`src/rtl/pcsel_pkg.sv`:
```
package pcsel_pkg;
   localparam int OPC_W = 4;
   localparam logic [OPC_W-1:0] OPC_BEQ  = 4'b0101;
   localparam logic [OPC_W-1:0] OPC_JALR = 4'b0110;

   typedef enum logic [1:0] {
      SEL_SEQ  = 2'd0,
      SEL_BR   = 2'd1,
      SEL_JMP  = 2'd2,
      SEL_HOLD = 2'd3
   } sel_e;

   typedef enum logic [1:0] {
      K_NONE = 2'd0,
      K_BEQ  = 2'd1,
      K_JALR = 2'd2
   } kind_e;
endpackage

```
`src/rtl/pcsel_decode.sv`:
```
module pcsel_decode
   import pcsel_pkg::*;
(
   input  logic             valid,
   input  logic [OPC_W-1:0] opcode,
   output kind_e            kind
);
   always_comb begin
      kind = K_NONE;
      if (valid) begin
         unique case (opcode)
            OPC_BEQ:  kind = K_BEQ;
            OPC_JALR: kind = K_JALR;
            default:  kind = K_NONE;
         endcase
      end
   end
endmodule

```
`src/rtl/pcsel_target.sv`:
```
module pcsel_target #(
   parameter int PC_W  = 32,
   parameter int OFF_W = 20
) (
   input  logic [PC_W-1:0]  ex_pc,
   input  logic [OFF_W-1:0] offset,
   output logic [PC_W-1:0]  ex_pc_inc,
   output logic [PC_W-1:0]  br_target
);
   logic [PC_W-1:0] off_ext;

   generate
      if (OFF_W >= PC_W) begin : g_trunc
         assign off_ext = offset[PC_W-1:0];
      end else begin : g_sext
         assign off_ext = {{(PC_W-OFF_W){offset[OFF_W-1]}}, offset};
      end
   endgenerate

   assign ex_pc_inc = ex_pc + {{(PC_W-1){1'b0}}, 1'b1};
   assign br_target = ex_pc_inc + off_ext;
endmodule

```
`src/rtl/pcsel_resolve.sv`:
```
module pcsel_resolve
   import pcsel_pkg::*;
#(
   parameter int PC_W   = 32,
   parameter int DATA_W = 32,
   parameter int REG_W  = 4
) (
   input  kind_e             kind,
   input  logic              stall_req,
   input  logic [PC_W-1:0]   pc_q,
   input  logic [PC_W-1:0]   ex_pc_inc,
   input  logic [PC_W-1:0]   br_target,
   input  logic [REG_W-1:0]  rx_idx,
   input  logic [REG_W-1:0]  ry_idx,
   input  logic [DATA_W-1:0] rx_val,
   input  logic [DATA_W-1:0] ry_val,
   output sel_e              sel,
   output logic [PC_W-1:0]   next_pc,
   output logic              redirect,
   output logic              hold
);
   logic            br_taken;
   logic            jump;
   logic [PC_W-1:0] jmp_target;

   always_comb begin
      br_taken   = (kind == K_BEQ) && (rx_val == ry_val);
      jump       = (kind == K_JALR);
      redirect   = br_taken || jump;
      hold       = stall_req && !redirect;
      jmp_target = (rx_idx == ry_idx) ? ex_pc_inc : rx_val[PC_W-1:0];
      if (jump) begin
         sel     = SEL_JMP;
         next_pc = jmp_target;
      end else if (br_taken) begin
         sel     = SEL_BR;
         next_pc = br_target;
      end else if (stall_req) begin
         sel     = SEL_HOLD;
         next_pc = pc_q;
      end else begin
         sel     = SEL_SEQ;
         next_pc = pc_q + {{(PC_W-1){1'b0}}, 1'b1};
      end
   end
endmodule

```
`src/rtl/pcsel_top.sv`:
```
module pcsel_top
   import pcsel_pkg::*;
#(
   parameter int          PC_W     = 32,
   parameter int          DATA_W   = 32,
   parameter int          REG_W    = 4,
   parameter int          OFF_W    = 20,
   parameter logic [31:0] RESET_PC = 32'd0
) (
   input  logic              clk,
   input  logic              rst_n,
   input  logic              stall_req,
   input  logic              ex_valid,
   input  logic [3:0]        ex_opcode,
   input  logic [PC_W-1:0]   ex_pc,
   input  logic [REG_W-1:0]  ex_rx_idx,
   input  logic [REG_W-1:0]  ex_ry_idx,
   input  logic [DATA_W-1:0] ex_rx_val,
   input  logic [DATA_W-1:0] ex_ry_val,
   input  logic [OFF_W-1:0]  ex_offset,
   output logic [PC_W-1:0]   pc_q,
   output logic [PC_W-1:0]   next_pc,
   output logic [1:0]        pc_sel,
   output logic              flush_fd,
   output logic              flush_de,
   output logic              fetch_hold,
   output logic [PC_W-1:0]   link_val
);
   localparam logic [PC_W-1:0] PC_INIT = RESET_PC[PC_W-1:0];

   generate
      if (PC_W < 2 || PC_W > 32) begin : g_bad_pcw
         $error("PC_W must lie in 2..32");
      end
      if (DATA_W < PC_W) begin : g_bad_dw
         $error("DATA_W must be at least PC_W");
      end
      if (OFF_W < 1 || REG_W < 1) begin : g_bad_fields
         $error("OFF_W and REG_W must be positive");
      end
   endgenerate

   kind_e           kind;
   sel_e            sel;
   logic [PC_W-1:0] ex_pc_inc;
   logic [PC_W-1:0] br_target;
   logic [PC_W-1:0] nxt;
   logic            redirect;
   logic            hold;

   pcsel_decode u_dec (
      .valid  (ex_valid),
      .opcode (ex_opcode),
      .kind   (kind)
   );

   pcsel_target #(.PC_W(PC_W), .OFF_W(OFF_W)) u_tgt (
      .ex_pc     (ex_pc),
      .offset    (ex_offset),
      .ex_pc_inc (ex_pc_inc),
      .br_target (br_target)
   );

   pcsel_resolve #(.PC_W(PC_W), .DATA_W(DATA_W), .REG_W(REG_W)) u_res (
      .kind       (kind),
      .stall_req  (stall_req),
      .pc_q       (pc_q),
      .ex_pc_inc  (ex_pc_inc),
      .br_target  (br_target),
      .rx_idx     (ex_rx_idx),
      .ry_idx     (ex_ry_idx),
      .rx_val     (ex_rx_val),
      .ry_val     (ex_ry_val),
      .sel        (sel),
      .next_pc    (nxt),
      .redirect   (redirect),
      .hold       (hold)
   );

   always_ff @(posedge clk) begin
      if (!rst_n) pc_q <= PC_INIT;
      else        pc_q <= nxt;
   end

   always_comb begin
      next_pc    = nxt;
      pc_sel     = sel;
      flush_fd   = rst_n && redirect;
      flush_de   = rst_n && redirect;
      fetch_hold = rst_n && hold;
      link_val   = ex_pc_inc;
   end

   // sequential selection advances the PC by one
   a_r2_seq_advance: assert property (@(posedge clk) disable iff (!rst_n)
      (pc_sel == SEL_SEQ) |=> (pc_q == $past(pc_q) + 1'b1));
   // a hold keeps the PC
   a_r9_hold_stable: assert property (@(posedge clk) disable iff (!rst_n)
      fetch_hold |=> $stable(pc_q));
   // a redirect beats a stall
   a_r10_flush_wins: assert property (@(posedge clk) disable iff (!rst_n)
      (flush_fd && stall_req) |-> !fetch_hold);
   // both pipeline clears move together
   a_r8_flush_pair: assert property (@(posedge clk) disable iff (!rst_n)
      flush_fd == flush_de);
   // a live jump always redirects and flushes
   a_r5_jalr_redirect: assert property (@(posedge clk) disable iff (!rst_n)
      (ex_valid && ex_opcode == OPC_JALR) |-> (flush_fd && pc_sel == SEL_JMP));
   // nothing happens without a live instruction
   a_r11_invalid_quiet: assert property (@(posedge clk) disable iff (!rst_n)
      !ex_valid |-> !flush_fd);
   // a taken branch target lands in the PC
   a_r3_target_loaded: assert property (@(posedge clk) disable iff (!rst_n)
      (pc_sel == SEL_BR) |=> (pc_q == $past(next_pc)));
   // unequal operands on a branch never flush
   a_r4_nottaken_quiet: assert property (@(posedge clk) disable iff (!rst_n)
      (ex_valid && ex_opcode == OPC_BEQ && ex_rx_val != ex_ry_val) |-> !flush_fd);
endmodule

```
`config.mk`:
```
export PLATFORM = sky130hd
export DESIGN_NAME = pcsel_top
export DESIGN_NICKNAME = d
export VERILOG_FILES = /design/src/rtl/pcsel_pkg.sv /design/src/rtl/pcsel_decode.sv /design/src/rtl/pcsel_target.sv /design/src/rtl/pcsel_resolve.sv /design/src/rtl/pcsel_top.sv
export SDC_FILE = /design/constraint.sdc
export NUM_CORES = 1
export LEC_CHECK = 0
export BUFFER_PORTS_ARGS = -buffer_cell sky130_fd_sc_hd__clkbuf_2
export CAP_MARGIN = 20
export CORE_UTILIZATION = 40
export DETAILED_ROUTE_END_ITERATION = 10
export GPL_TIMING_DRIVEN = 0
export PLACE_DENSITY = 0.75
export SYNTH_ARGS = -nofsm -noshare
export SYNTH_HDL_FRONTEND = slang
export SYNTH_SLANG_ARGS = --single-unit
```
`constraint.sdc`:
```
create_clock -name clk -period 5.9 [get_ports clk]
set_input_delay 0.885 -clock clk [delete_from_list [all_inputs] [get_ports clk]]
set_output_delay 0.885 -clock clk [all_outputs]
set_load 0.1 [all_outputs]
```
==> flow_summary.toml <==
[global_route]
grtUsageMet1_pct = 38.8
groute.layer.met2.usage_pct = 48.0
grt_pass1_vias = 5759
global_route.overflow_total = 0
grt.met3_usage_pct = 3.32
grt_pass1_wl_microns = 30400
number_of_antenna_violations_at_the_first_check_in_global_routing = 0
pin_count_of_the_biggest_net_entering_global_routing = 18
grt_util_all_layers_pct = 29.6
top_usage_layer = "met2"

[synthesis]
synthCells = 721
synth_simple_gate_area_share_pct = 30.0
net_count_after_synthesis = 894
synthArstFlopShare_pct = 0
synth_top_family_by_area = "simple AND/OR/NAND/NOR gates"
post_synth_xor_area_fraction_pct = 20.8
ys_warn_count = 0
yosys-mux-area-fraction_pct = 3.83
postSynthRegisterBits = 32
syn_area_per_cell_sq_um = 7.29
synth_edf_count = 0
synth_fa_ha_area_share_pct = 9.90
synth_cell_types = 65
synth_compound_area_share_pct = 19.6
yosys_most_used_dff = "dfxtp_1"
netlist_area_sq_um = 5260
seq_area_frac_synth_pct = 12.2

[setup_path]
path_cells = "clkbuf_2 > ha_2 > nand2_1 > nor3_4 > and2_0 > buf_2 > nand3_2 > nor2_4 > xor2_4 > ha_1 > clkbuf_1 > nand2_1 > nor2_1 > or3_1 > a21oi_1 > o31ai_1 > xnor2_1 > nor2_1 > a21o_2 > clkbuf_4"
critPathBufInv = 4
r2r_setup_slack_ns = 2.87
worst_ep_required_time_ns = 5.02
critical-path-slowest-cell = "or3_1"
start_kind = "primary input"
critical-path-top-delay-family = "simple AND/OR/NAND/NOR gates"
worst_ep_arrival_ns = 4.76
worst_r2r_startpoint = "pc_q[0]$_SDFF_PN0_"
r2r_cells = 10
reg_to_reg_endpoint = "pc_q[28]$_SDFF_PN0_"
timing_worst_setup_path_type = "primary input to output pin"
endpoint_kind = "output pin"
worst_path_largest_cell_delay_ns = 0.36
worst-path-max-fanout = 7

[route]
number_of_drc_violations_after_detailed_routing = 0
viasPerCell = 5.58
vias = 6332
wl_per_cell_microns = 18.1
wirelength_microns = 20500
route.antenna.remaining_nets = 0
detail_route.iter0.violations = 474
first_pass_iters = 6

[sta]
max_slew_vio_count = 0
max_clock_freq_ghz = 0.177
rsz_0062_raised_after_global_routing = "no"
relative_slew_margins_pct = 26.4
min_period_over_period_pct = 95.8
tightestPinTransition_ns = 1.10
final-hold-violation-count = 0
worst_hold_slack_ns = 0.767
fin_skew_ns = 0.00607
final_setup_violations = 0
post-route-min-period_ns = 5.65

[finish]
most_used_cells_in_the_layout_excluding_fill_and_tap_cells = "clkbuf_2 (223), nand2_1 (80), xnor2_1 (63), nor2_1 (58), ha_1 (39)"
most_frequent_standard_cell_in_the_layout_excluding_fill_and_tap_cells = "clkbuf_2"
layout-drive-gt1-share_pct = 33.5
nFillCells = 1269
final_net_count = 1134
seqCellArea_sq_um = 641
synthToLayoutAreaGrowth_pct = 40.7
multi_input_area_sq_um = 5000
insertedDiodeCount = 0
area_of_all_placed_cells_without_fillers_sq_um = 7400
largest_register_ffs = 32
register_bank_with_the_most_flops = "pc_q"
biggestRegsByFlops = "pc_q x32"

[pwr]
vdd_ir_drop_max_mv = 0.0949
power.leakage_nw = 3.38
power.density_nw_per_um2 = 157

[clocking]
cts-buffers-inserted = 5
cts_num_sinks = 32
clock_tree.root_cell = "clkbuf_16"
h-tree-depth = 2
post_cts_hold_buffer_count = 0
cts_max_path_buffers = 2
clkLatencyLatePin_ns = 0.28
clk_pin_slew_worst_paths_ns = 0.05
tritoncts_clock_tree = "yes"

[die]
floorplan.io_pins = 233
core-area_sq_um = 12700
starting_density_of_the_core_pct = 41.3
placement_rows = 41
die_footprint_sq_um = 13600
die_height_microns = 117
dieWidth_microns = 117

[flow_run]
maxCapViolCount = 0

[placed_design]
hpwlAfterDp_microns = 17800
postPlaceCellArea_sq_um = 7160
gp_congestion = 0.974
port_buffers = 230

[worst_hold_path]
min_path_type = "flop to flop"
min_from = "pc_q[24]$_SDFF_PN0_"
worst_hold_path.endpoint = "pc_q[24]$_SDFF_PN0_"
hold_depth = 3

[run_status]
status = "finished, final reports clean"
[Yosys cell counts, types with 11 or more instances]
master | number | share of area [%]
o21ai_0 | 22 | 2.1
nor2_1 | 59 | 4.2
ha_1 | 40 | 9.5
dfxtp_1 | 32 | 12
o211ai_1 | 15 | 2.1
a21o_1 | 15 | 2.1
a21oi_1 | 44 | 4.2
xnor2_1 | 81 | 13
nand4_1 | 33 | 3.9
clkbuf_1 | 19 | 1.4
nand2_1 | 80 | 5.7
and2_1 | 30 | 3.6
nand3_1 | 35 | 3.3
inv_1 | 11 | 0.79
a211oi_1 | 12 | 1.7
mux2i_1 | 19 | 3.6
xor2_1 | 44 | 7.3
[kinds of logic (layout without fill, tap and decap cells)]
| logic type | count (synthesis) | in the layout |
|---|---|---|
| AOI/OAI and AO/OA | 157 | 157 |
| xor gates and xnor gates | 125 | 125 |
| adders and majority gates | 41 | 41 |
| buffers and inverters | 44 | 285 |
| DFF | 32 | 32 |
| muxes | 20 | 20 |
| and+or+nand+nor | 302 | 302 |
[report_power, final]
group / leakage, nW / switching (mW) / internal, mW
clock network: 0.0701 / 0.0911 / 0.168
registers: 0.259 / 0.00714 / 0.222
logic: 3.05 / 0.478 / 0.197
total: 3.38 / 0.576 / 0.586
[final cells by class]
type                            instances  area share [%]
Timing Repair Buffer                  234            16.2
Tap cell                              172            2.91
Multi-Input combinational cell        645            67.6
Inverter                               11           0.558
Sequential cell                        32            8.66
Clock buffer                            7            1.93
Buffer                                 32            2.01
Clock inverter                          1           0.101
[worst min-delay path: stages (launching register included)]
cell and delay (ns):
dfxtp_1 0.35, xnor2_1 0.14, a21oi_1 0.08, a21oi_1 0.15
[timing repair]
| item | CTS | global route |
|---|---|---|
| pin swaps | 0 | 3 |
| setup buffers | 0 | 3 |
| resized for setup | 3 | 21 |
| hold endpoints to repair | 0 | 0 |
| setup endpoints to repair | 6 | 9 |
[per-layer routing]
layer	vias to the layer above	wire length, microns
met1	2897	8810
met2	290	9460
met5	-	0
met3	50	1370
li1	3095	-
met4	0	895
[worst max-delay path by stage]
stage	startpoint	endpoint	slack, ns	cells past startpoint
4_1_cts	ex_pc[0]	next_pc[31]	-0.02	20
5_1_grt	ex_pc[10]	next_pc[29]	0.005	16
6_report	ex_pc[0]	next_pc[30]	0.25	20
3_5_place_dp	ex_pc[0]	next_pc[31]	-0.30	20
2_1_floorplan	ex_pc[0]	next_pc[26]	-0.20	17
3_3_place_gp	ex_pc[0]	next_pc[31]	-0.29	20
[metrics by stage]
| step | std cells | utilization (%) | setup WS [ns] | setup TNS, ns | power (mW) |
|---|---|---|---|---|---|
| global route | 1134 | 58.2 | 0.00510 | 0 | 1.21 |
| floorplan | 721 | - | -0.198 | -0.530 | 0.714 |
| detailed placement | 1124 | 56.3 | -0.298 | -0.790 | 0.891 |
| finish | 1134 | 58.2 | 0.250 | 0 | 1.16 |
| global placement | 1123 | 56.2 | -0.292 | -0.768 | 0.889 |
| CTS | 1132 | 57.5 | -0.0161 | -0.0161 | 1.15 |
(Power assumes the default switching activity.)
